--- config.mk ---
export PLATFORM = sky130hd
export DESIGN_NAME = usb_addr_filter
export DESIGN_NICKNAME = d
export VERILOG_FILES = /design/src/rtl/usb_addr_filter_pkg.sv /design/src/rtl/usb_addr_filter_dp.sv /design/src/rtl/usb_addr_filter_ctl.sv /design/src/rtl/usb_addr_filter.sv
export SDC_FILE = /design/constraint.sdc
export NUM_CORES = 1
export LEC_CHECK = 0
export CORE_AREA = 2 2 39 41
export CTS_CLUSTER_SIZE = 30
export DETAILED_ROUTE_END_ITERATION = 12
export DIE_AREA = 0 0 41 43
export HOLD_SLACK_MARGIN = 0.05
export PLACE_DENSITY = 0.79
export SLEW_MARGIN = 20
export SYNTH_ARGS = -nofsm -noshare
export SYNTH_HDL_FRONTEND = slang
export SYNTH_SLANG_ARGS = --single-unit
--- constraint.sdc ---
create_clock -name clk -period 1.6 [get_ports clk]
set_input_delay 0.24 -clock clk [delete_from_list [all_inputs] [get_ports clk]]
set_output_delay 0.24 -clock clk [all_outputs]
set_load 0.03 [all_outputs]
--- src/rtl/usb_addr_filter_pkg.sv ---
package usb_addr_filter_pkg;
  localparam int ADDR_W = 7;
  localparam int ENDP_W = 4;
  localparam int REG_W  = ADDR_W + 1;

  typedef struct packed {
    logic regLoad;
    logic cmpEn;
  } ctlStrobes_t;
endpackage

--- src/rtl/usb_addr_filter_dp.sv ---
module usb_addr_filter_dp
  import usb_addr_filter_pkg::*;
#(
  parameter int AW = ADDR_W,
  parameter int EW = ENDP_W,
  parameter logic [AW-1:0] DEFAULT_ADDR = '0
) (
  input  logic          clk,
  input  logic          rstN,
  input  ctlStrobes_t   strobes,
  input  logic [AW:0]   wrData,
  input  logic          defEn,
  input  logic [AW-1:0] tokAddr,
  input  logic [EW-1:0] tokEndp,
  output logic [AW:0]   regValue,
  output logic          hit
);
  localparam int EN_BIT = AW;

  logic [AW:0] addrReg;
  logic        addrMatch;
  logic        defMatch;

  always_ff @(posedge clk or negedge rstN) begin
    if (!rstN) addrReg <= '0;
    else if (strobes.regLoad) addrReg <= wrData;
  end

  // The compare uses the value held before this cycle's write.
  always_comb begin
    addrMatch = addrReg[EN_BIT] && (tokAddr == addrReg[AW-1:0]);
    defMatch  = defEn && (tokAddr == DEFAULT_ADDR) && (tokEndp == '0);
    hit       = addrMatch || defMatch;
  end

  assign regValue = addrReg;
endmodule

--- src/rtl/usb_addr_filter_ctl.sv ---
module usb_addr_filter_ctl
  import usb_addr_filter_pkg::*;
(
  input  logic        clk,
  input  logic        rstN,
  input  logic        regWrEn,
  input  logic        tokValid,
  input  logic        hit,
  output ctlStrobes_t strobes,
  output logic        accept
);
  logic acceptQ;

  always_comb begin
    strobes.regLoad = regWrEn;
    strobes.cmpEn   = tokValid;
  end

  always_ff @(posedge clk or negedge rstN) begin
    if (!rstN) acceptQ <= 1'b0;
    else       acceptQ <= strobes.cmpEn && hit;
  end

  assign accept = acceptQ;
endmodule

--- src/rtl/usb_addr_filter.sv ---
module usb_addr_filter
  import usb_addr_filter_pkg::*;
(
  input  logic              clk,
  input  logic              rstN,
  input  logic              regWrEn,
  input  logic [REG_W-1:0]  regWrData,
  output logic [REG_W-1:0]  regRdData,
  input  logic              ep0DefaultEn,
  input  logic              tokValid,
  input  logic [ADDR_W-1:0] tokAddr,
  input  logic [ENDP_W-1:0] tokEndp,
  output logic              tokAccept
);
  ctlStrobes_t strobes;
  logic        hit;

  usb_addr_filter_ctl u_ctl (
    .clk      (clk),
    .rstN     (rstN),
    .regWrEn  (regWrEn),
    .tokValid (tokValid),
    .hit      (hit),
    .strobes  (strobes),
    .accept   (tokAccept)
  );

  usb_addr_filter_dp #(
    .AW (ADDR_W),
    .EW (ENDP_W)
  ) u_dp (
    .clk      (clk),
    .rstN     (rstN),
    .strobes  (strobes),
    .wrData   (regWrData),
    .defEn    (ep0DefaultEn),
    .tokAddr  (tokAddr),
    .tokEndp  (tokEndp),
    .regValue (regRdData),
    .hit      (hit)
  );
endmodule

# Word-level counts from Yosys, hierarchy flattened
# Index checks and enable logic that the tools add are counted.
[word_totals] reg_bits=9 word_cells=10 ram_bits=0 latchBits=0 in_bits=24 n_memories=0 rom_bits=0
[classes] div=0 n_shift=0 order_cmp=0 n_reduce_logical=7 eq_ne=1 bitwise_logic=0 addsub=0 multipliers=0 n_mux=0
[ops] op="$eq 7x7->1" n=1
[ops] op="$logic_not 7->1" n=1
[ops] op="$logic_and 1x1->1" n=4
[ops] op="$logic_not 4->1" n=1
[ops] op="$logic_or 1x1->1" n=1

# Logic depth before layout (Yosys ltp)
# Gate-level depths: netlist of run 1.
[depth] word_depth=5 mapped_depth=4 depth_no_buf=4

# Hierarchy
# From an unflattened synthesis of run 1, not the netlist that was laid out.
[hier_totals] hier_cells=35 area_unflattened_um2=471.7
[modules_own_cells] mod="usb_addr_filter_dp" area_each_um2=425.4 n_inst=1 cells_each=31 seq_area_each_um2=200.2
[modules_own_cells] mod="usb_addr_filter_ctl" area_each_um2=46.3 n_inst=1 cells_each=4 seq_area_each_um2=25.0

# Least setup slack after synthesis of run 1
# Ideal clock, no wire load.
[synth_timing] path_type="register to register" from="register u_dp.addrReg[3] (netlist: u_dp.regValue[3])" to="register u_ctl.acceptQ (netlist: u_ctl.accept)" path_slack_ps=532 setup_ps=66 stages_incl_launch_ff=5 arrival_time_ps=1002 path_buffers=0 cell_sequence="dfrtp_1 -> xnor2_1 -> nand4_1 -> o21ai_1 -> and2_1"
[synth_between] elab_chain_len=4
[synth_rtl] element="start, declared" line="usb_addr_filter_dp.sv:20" source="logic [AW:0] addrReg;"
[synth_rtl] element="start signal, assigned" line="usb_addr_filter_dp.sv:26" source="else if (strobes.regLoad) addrReg <= wrData;"
[synth_rtl] element="$eq 7x7->1" line="usb_addr_filter_dp.sv:31" source="addrMatch = addrReg[EN_BIT] && (tokAddr == addrReg[AW-1:0]);"
[synth_rtl] element="$logic_and 1x1->1" line="usb_addr_filter_dp.sv:31"
[synth_rtl] element="$logic_or 1x1->1" line="usb_addr_filter_dp.sv:33" source="hit = addrMatch || defMatch;"
[synth_rtl] element="$logic_and 1x1->1" line="usb_addr_filter_ctl.sv:21" source="else acceptQ <= strobes.cmpEn && hit;"
[synth_rtl] element="end signal, assigned" line="usb_addr_filter_ctl.sv:21"
[synth_rtl] element="end, declared" line="usb_addr_filter_ctl.sv:12" source="logic acceptQ;"
# Every way passes these cells.
# A chain may end at the register's enable or synchronous reset.

# Worst setup path in the final report of run 1
[layout_timing] from="register u_dp.addrReg[0] (netlist: u_dp.regValue[0])" to="output regRdData[0]"
[layout_lines] element="end, declared" line="usb_addr_filter.sv:8" source="output logic [REG_W-1:0] regRdData,"
# No word-level cell between the ends.

==> reports/qor.txt, run 1 <==
fill cell count -> 114
Tot Pwr -> 640.7 uW
WP data arrival -> 1.33 ns
clk sinks -> 9
FF+latch count, synth -> 9
Die Height -> 43 um
Post-CTS Hold Fix Bufs -> 0
Initial Util -> 32.55%
H-Tree Depth -> 1
Critical Path RT -> 1.36 ns
Pwr Density -> 778.2 mW/mm^2
Clock Tree Buf Depth -> 2
cts bufs inserted -> 3
layout cell share with drive strength beyond 1 -> 22.06%
Crit Path Category -> reg2out
CTS tree -> built
CP Max Fanout -> 3
ANT nets after route -> 0
Tmin final -> 1.567 ns
top-area cell type share of the netlist area -> 50.00%
Post-route DRC -> 0
Worst Path Buf+Inv -> 1
async set or reset register ratio after synthesis -> 100.0%
Area Growth Syn to Fin -> 82.78%
GR Overflow Total -> 0
actual slew at the worst max-slew pin -> 0.4056 ns
status -> finished, final reports clean
layout net count -> 93
crit end category -> output pin
Die Wd -> 41 um
global-route wire length before repair -> 1566 um
clock skew -> 0.008971 ns
number of max-slew violations in the final report -> 0
maximum vdd drop -> 0.0004414 V
num ports -> 33
vias per std cell -> 4.798
startpoint class of the critical path -> flip-flop
First-pass DRT Iterations -> 3
Top FF cell, synth -> dfrtp_1
Slew HR -> 72.88%
largest net degree at the start of global routing -> 10
wire per inst -> 13.12 um
# diodes -> 0
top post-synthesis cells by area -> dfrtp_1 50%, mux2_2 20%, xnor2_1 14%
Max-Cap Viols -> 0
Mapped Cells -> 33
Cell Rows -> 14
register area share after synthesis -> 50.00%
Register Area -> 225.2 sq um
Yosys cell types -> 10
RD Place Congestion -> 0.7086
Cell Area, Synth -> 450.4 sq um
core area -> 0.001384 sq mm
routed vias -> 403
TNS Setup -> 0 ns
worst skew pair latency -> 0.26 ns
worst hold path class -> in2async
multi-input logic area -> 220.2 sq um
initial antenna violation count -> 0
Port Buffers -> 32
drt initial violations -> 4
Total Routing Usage GR -> 13.76%
hold slack -> 0.2731 ns
Fmax -> 638.2 MHz
worst-path cell with the longest stage delay -> clkdlybuf4s50_1
RSZ-0062 raised after global routing -> false
syn_area_per_cell -> 13.65 sq um
Crit path largest cell delay -> 0.69 ns
Clk pin slew, worst setup/hold paths -> 0.07 ns
cell with the most instances after synthesis -> dfrtp_1
die area -> 0.001763 sq mm
Ys Warns -> 0
CP Cell Sequence -> clkdlybuf4s50_1
Crit. Startpoint -> u_dp.regValue[0]
vias in the first global route -> 392
fin crit share -> 97.94%
Worst R2R Start -> u_dp.regValue[6]
Synth Net Count -> 57
final setup fails -> 0
number of synthesized flops with an enable pin -> 0
final core utilization -> 59.49%
Root Driver -> clkbuf_4
Post-synth top cells -> 9 x dfrtp_1, 8 x mux2_2, 7 x xnor2_1, 2 x nand4_1, 2 x nor4_2
top cell type by total area after synthesis -> dfrtp_1
DP Wirelength -> 881.4 um
final WL -> 1102 um
Hold Vio Cnt, Final -> 0
cell family with most CP delay -> buffers and inverters
Leakage -> 0.3425 nW
registers in the layout, summed over array words and instances (netlist names):
signal / flops
u_ctl.accept: 1
u_dp.regValue: 8
power by group:
group | switching, mW | internal [mW] | total (mW)
Sequential | 0.0183 | 0.248 | 0.266
Combinational | 0.0843 | 0.119 | 0.203
Clock | 0.0794 | 0.0919 | 0.171
through the flow:
step / setup slack, ns / cells / instance area (sq um)
after floorplan: 0.5322 / 33 / 450.4
after global placement: 0.1799 / 80 / 785.8
after detailed placement: 0.1682 / 80 / 785.8
after CTS: 0.01720 / 84 / 813.3
after global routing: 0.0001839 / 84 / 823.3
final: 0.03299 / 84 / 823.3
routing by layer:
metal	share of wire (%)	up-vias	track usage [%]
met4	2.5	0	12.00
li1	-	190	-
met3	14	2	2.618
met5	0	-	0
met2	45	23	20.94
met1	38	188	15.20
cells in the final DEF, fill, tap and decap left out:
| cell | n |
|---|---|
| xnor2_1 | 7 |
| clkbuf_4 | 3 |
| nand4_1 | 2 |
| nor4_2 | 2 |
| o21ai_1 | 1 |
| clkdlybuf4s50_1 | 28 |
| nor4b_2 | 1 |
| clkinv_2 | 1 |
| and2_1 | 1 |
| dfrtp_1 | 9 |
| mux2_2 | 8 |
| nand3_1 | 1 |
| dlymetal6s2s_1 | 4 |
final cells by class:
type                    count  share of cell area, %
multi-input cells          23                  26.75
clock buffers               3                  2.736
clock inverters             1                 0.6079
well taps                  16                  2.432
repair buffers             32                  40.12
flip-flops and latches      9                  27.36
repair_timing:
item                       4_1_cts  5_1_grt
setup endpoints to repair        0        4
setup buffers                    0        0
gates resized for setup          0        4
path summary, 6_finish.rpt:
kind / slack, ns / depth (start not counted) / end
setup / recovery: 0.03 / 1 / regRdData[0]
hold / removal: 0.27 / 1 / u_dp.regValue[4]
setup reg to reg: 0.56 / 4 / u_ctl.accept
hold reg to reg: 0.55 / 1 / u_dp.regValue[4]
max in group asynchronous: 1.03 / 1 / u_dp.regValue[3]
min in group clk: 0.55 / 1 / u_dp.regValue[4]
cells by family (layout without fill, tap and decap cells):
kind of cell | Yosys count | count (layout) | synth area share [%]
buffers and inverters | 1 | 36 | 1.110
AOI/OAI and AO/OA | 1 | 1 | 1.110
xor gates and xnor gates | 7 | 7 | 13.61
and+or+nand+nor | 7 | 7 | 14.16
DFF | 9 | 9 | 50.00
muxes | 8 | 8 | 20.00
Note: power is estimated with default switching activity, not from simulation.
==> run 2, diff against run 1 <==
- REMOVE_ABC_BUFFERS: not set -> 1
==> run 2 against run 1 <==
Against the previous run: cell count is the same; hold slack gained 0.0055 ns; global-route usage grew 0.86 points; final area grew 0.46%; first-iteration DRC count grew 50%; total power shrank 0.56%; routed wire length grew 6.1%; clock power is essentially flat.
==> reports/qor.txt, run 2 (synthesis results as in run 1) <==
Die Wd -> 41 um (unchanged)
Crit path largest cell delay -> 0.68 ns (about the same)
Post-CTS Hold Fix Bufs -> 0 (unchanged)
worst hold path class -> in2async
Total Routing Usage GR -> 14.62% (+0.86 points)
crit end category -> output pin
Crit. Startpoint -> u_dp.regValue[2]
Clk pin slew, worst setup/hold paths -> 0.06 ns (about the same)
largest net degree at the start of global routing -> 10 (unchanged)
Hold Vio Cnt, Final -> 0 (unchanged)
WP data arrival -> 1.31 ns (-0.02 ns)
Cell Rows -> 14 (unchanged)
Fmax -> 645.2 MHz (+1.1%)
RD Place Congestion -> 0.6657 (-6.1%)
Slew HR -> 72.21% (-0.66 points)
worst-path cell with the longest stage delay -> clkdlybuf4s50_1
# diodes -> 0 (unchanged)
Die Height -> 43 um (unchanged)
layout net count -> 93 (unchanged)
Root Driver -> clkbuf_4
H-Tree Depth -> 1 (unchanged)
fill cell count -> 123 (+7.9%)
Worst Path Buf+Inv -> 1 (unchanged)
post-CTS sizing -> 0 (unchanged)
num ports -> 33 (unchanged)
TNS Setup -> 0 ns (unchanged)
Tmin final -> 1.550 ns (-0.01700 ns)
Area Growth Syn to Fin -> 83.61%
status -> finished, final reports clean
Leakage -> 0.3583 nW (+4.6%)
ANT nets after route -> 0 (unchanged)
First-pass DRT Iterations -> 3 (unchanged)
placed insts -> 80 (unchanged)
layout cell share with drive strength beyond 1 -> 20.59% (-1.5 points)
Port Buffers -> 32 (unchanged)
startpoint class of the critical path -> flip-flop
R2R setup slack -> 0.62 ns (+0.06 ns)
routed vias -> 402 (-0.25%)
final WL -> 1169 um (+6.1%)
Post-route DRC -> 0 (unchanged)
Critical Path RT -> 1.36 ns (about the same)
reg2reg end -> u_ctl.accept
Placed Area -> 785.8 sq um (unchanged)
Initial Util -> 32.55% (unchanged)
RSZ-0062 raised after global routing -> false
CP Max Fanout -> 3 (unchanged)
initial antenna violation count -> 0 (unchanged)
number of max-slew violations in the final report -> 0 (unchanged)
global-route wire length before repair -> 1635 um (+4.4%)
cts bufs inserted -> 3 (unchanged)
final setup fails -> 0 (unchanged)
max FFs per register -> 8 (unchanged)
cell family with most CP delay -> buffers and inverters
post-route cell area -> 827.0 sq um (+0.46%)
worst skew pair latency -> 0.26 ns (about the same)
core area -> 0.001384 sq mm (unchanged)
maximum vdd drop -> 0.0005465 V (+24%)
clk sinks -> 9 (unchanged)
clock skew -> 0.008417 ns (-0.0005539 ns)
GR Overflow Total -> 0 (unchanged)
CP Cell Sequence -> clkdlybuf4s50_1
drt initial violations -> 6 (+2)
CTS tree -> built
Crit Path Category -> reg2out
Post-CTS Setup Repair Bufs -> 0 (unchanged)
post-route insts no fill -> 84 (unchanged)
vias per std cell -> 4.786 (-0.25%)
most common cell after layout, fill and taps aside -> clkdlybuf4s50_1
Max-Cap Viols -> 0 (unchanged)
Pwr Density -> 770.3 mW/mm^2 (-1.0%)
Tot Pwr -> 637.1 uW (-0.56%)
DP Wirelength -> 940.8 um (+6.7%)
actual slew at the worst max-slew pin -> 0.4155 ns (+0.009899 ns)
commonest cells after routing, fill and taps aside -> 26 x clkdlybuf4s50_1, 9 x dfrtp_1, 8 x mux2_2
wire per inst -> 13.92 um (+6.1%)
Clock Tree Buf Depth -> 2 (unchanged)
Register-to-Register Path Depth -> 4 (unchanged)
vias in the first global route -> 393 (+0.26%)
fin crit share -> 96.88% (-1.1 points)
die area -> 0.001763 sq mm (unchanged)
Worst R2R Start -> u_dp.regValue[4]
## run 2: cell count changes in the layout (fill, tap and decap cells not counted), sizes merged
cell,before,now
clkbuf,3,4
clkinv,1,0
clkdlybuf4s50,28,26
dlymetal6s2s,4,6
## run 2: metal layers
metal  part of all wire, %  GRT usage [%]
met3                    15          10.99
met5                     0              0
met4                  0.68          4.000
met1                    37          15.33
met2                    47          22.19
## run 2: metrics by stage
stage / setup slack (ns) / hold slack (ns) / utilization [%]
after detailed placement: 0.1314 / 0.5448 / 56.78
final: 0.04999 / 0.2786 / 59.76
after CTS: 0.02240 / 0.2867 / 58.68
after floorplan: 0.5322 / -0.05559 / -
after global placement: 0.1576 / 0.5359 / 56.78
after global routing: 0.002306 / 0.3109 / 59.76
## run 2: report_power, final
| part | internal, mW | leakage [nW] | switching [mW] |
|---|---|---|---|
| sequential | 0.248 | 0.108 | 0.0173 |
| combinational | 0.118 | 0.236 | 0.0853 |
| clock | 0.0956 | 0.0150 | 0.0725 |
| total | 0.462 | 0.358 | 0.175 |
## run 2: how the worst max path moves through the flow
| stage | cells past startpoint | slack [ns] | to |
|---|---|---|---|
| 6_report | 1 | 0.05 | regRdData[2] |
| 5_1_grt | 1 | 0.002 | regRdData[1] |
| 4_1_cts | 1 | 0.02 | regRdData[0] |
| 3_5_place_dp | 2 | 0.13 | u_dp.regValue[6] |
| 3_3_place_gp | 2 | 0.16 | u_dp.regValue[4] |
| 2_1_floorplan | 4 | 0.53 | u_ctl.accept |
## run 2: layout make-up
type | instances | area (sq um) | share of cell area [%]
Timing Repair Buffer | 32 | 335.3 | 40.54
Sequential cell | 9 | 225.2 | 27.23
Multi-Input combinational cell | 23 | 220.2 | 26.63
Tap cell | 16 | 20.02 | 2.421
Clock buffer | 4 | 26.28 | 3.177
==> run 3, diff against run 2 <==
- SLEW_MARGIN: 20 -> 15
==> results of run 3 <==
Same layout as run 2: the final DEF is identical, and so are final timing and power.
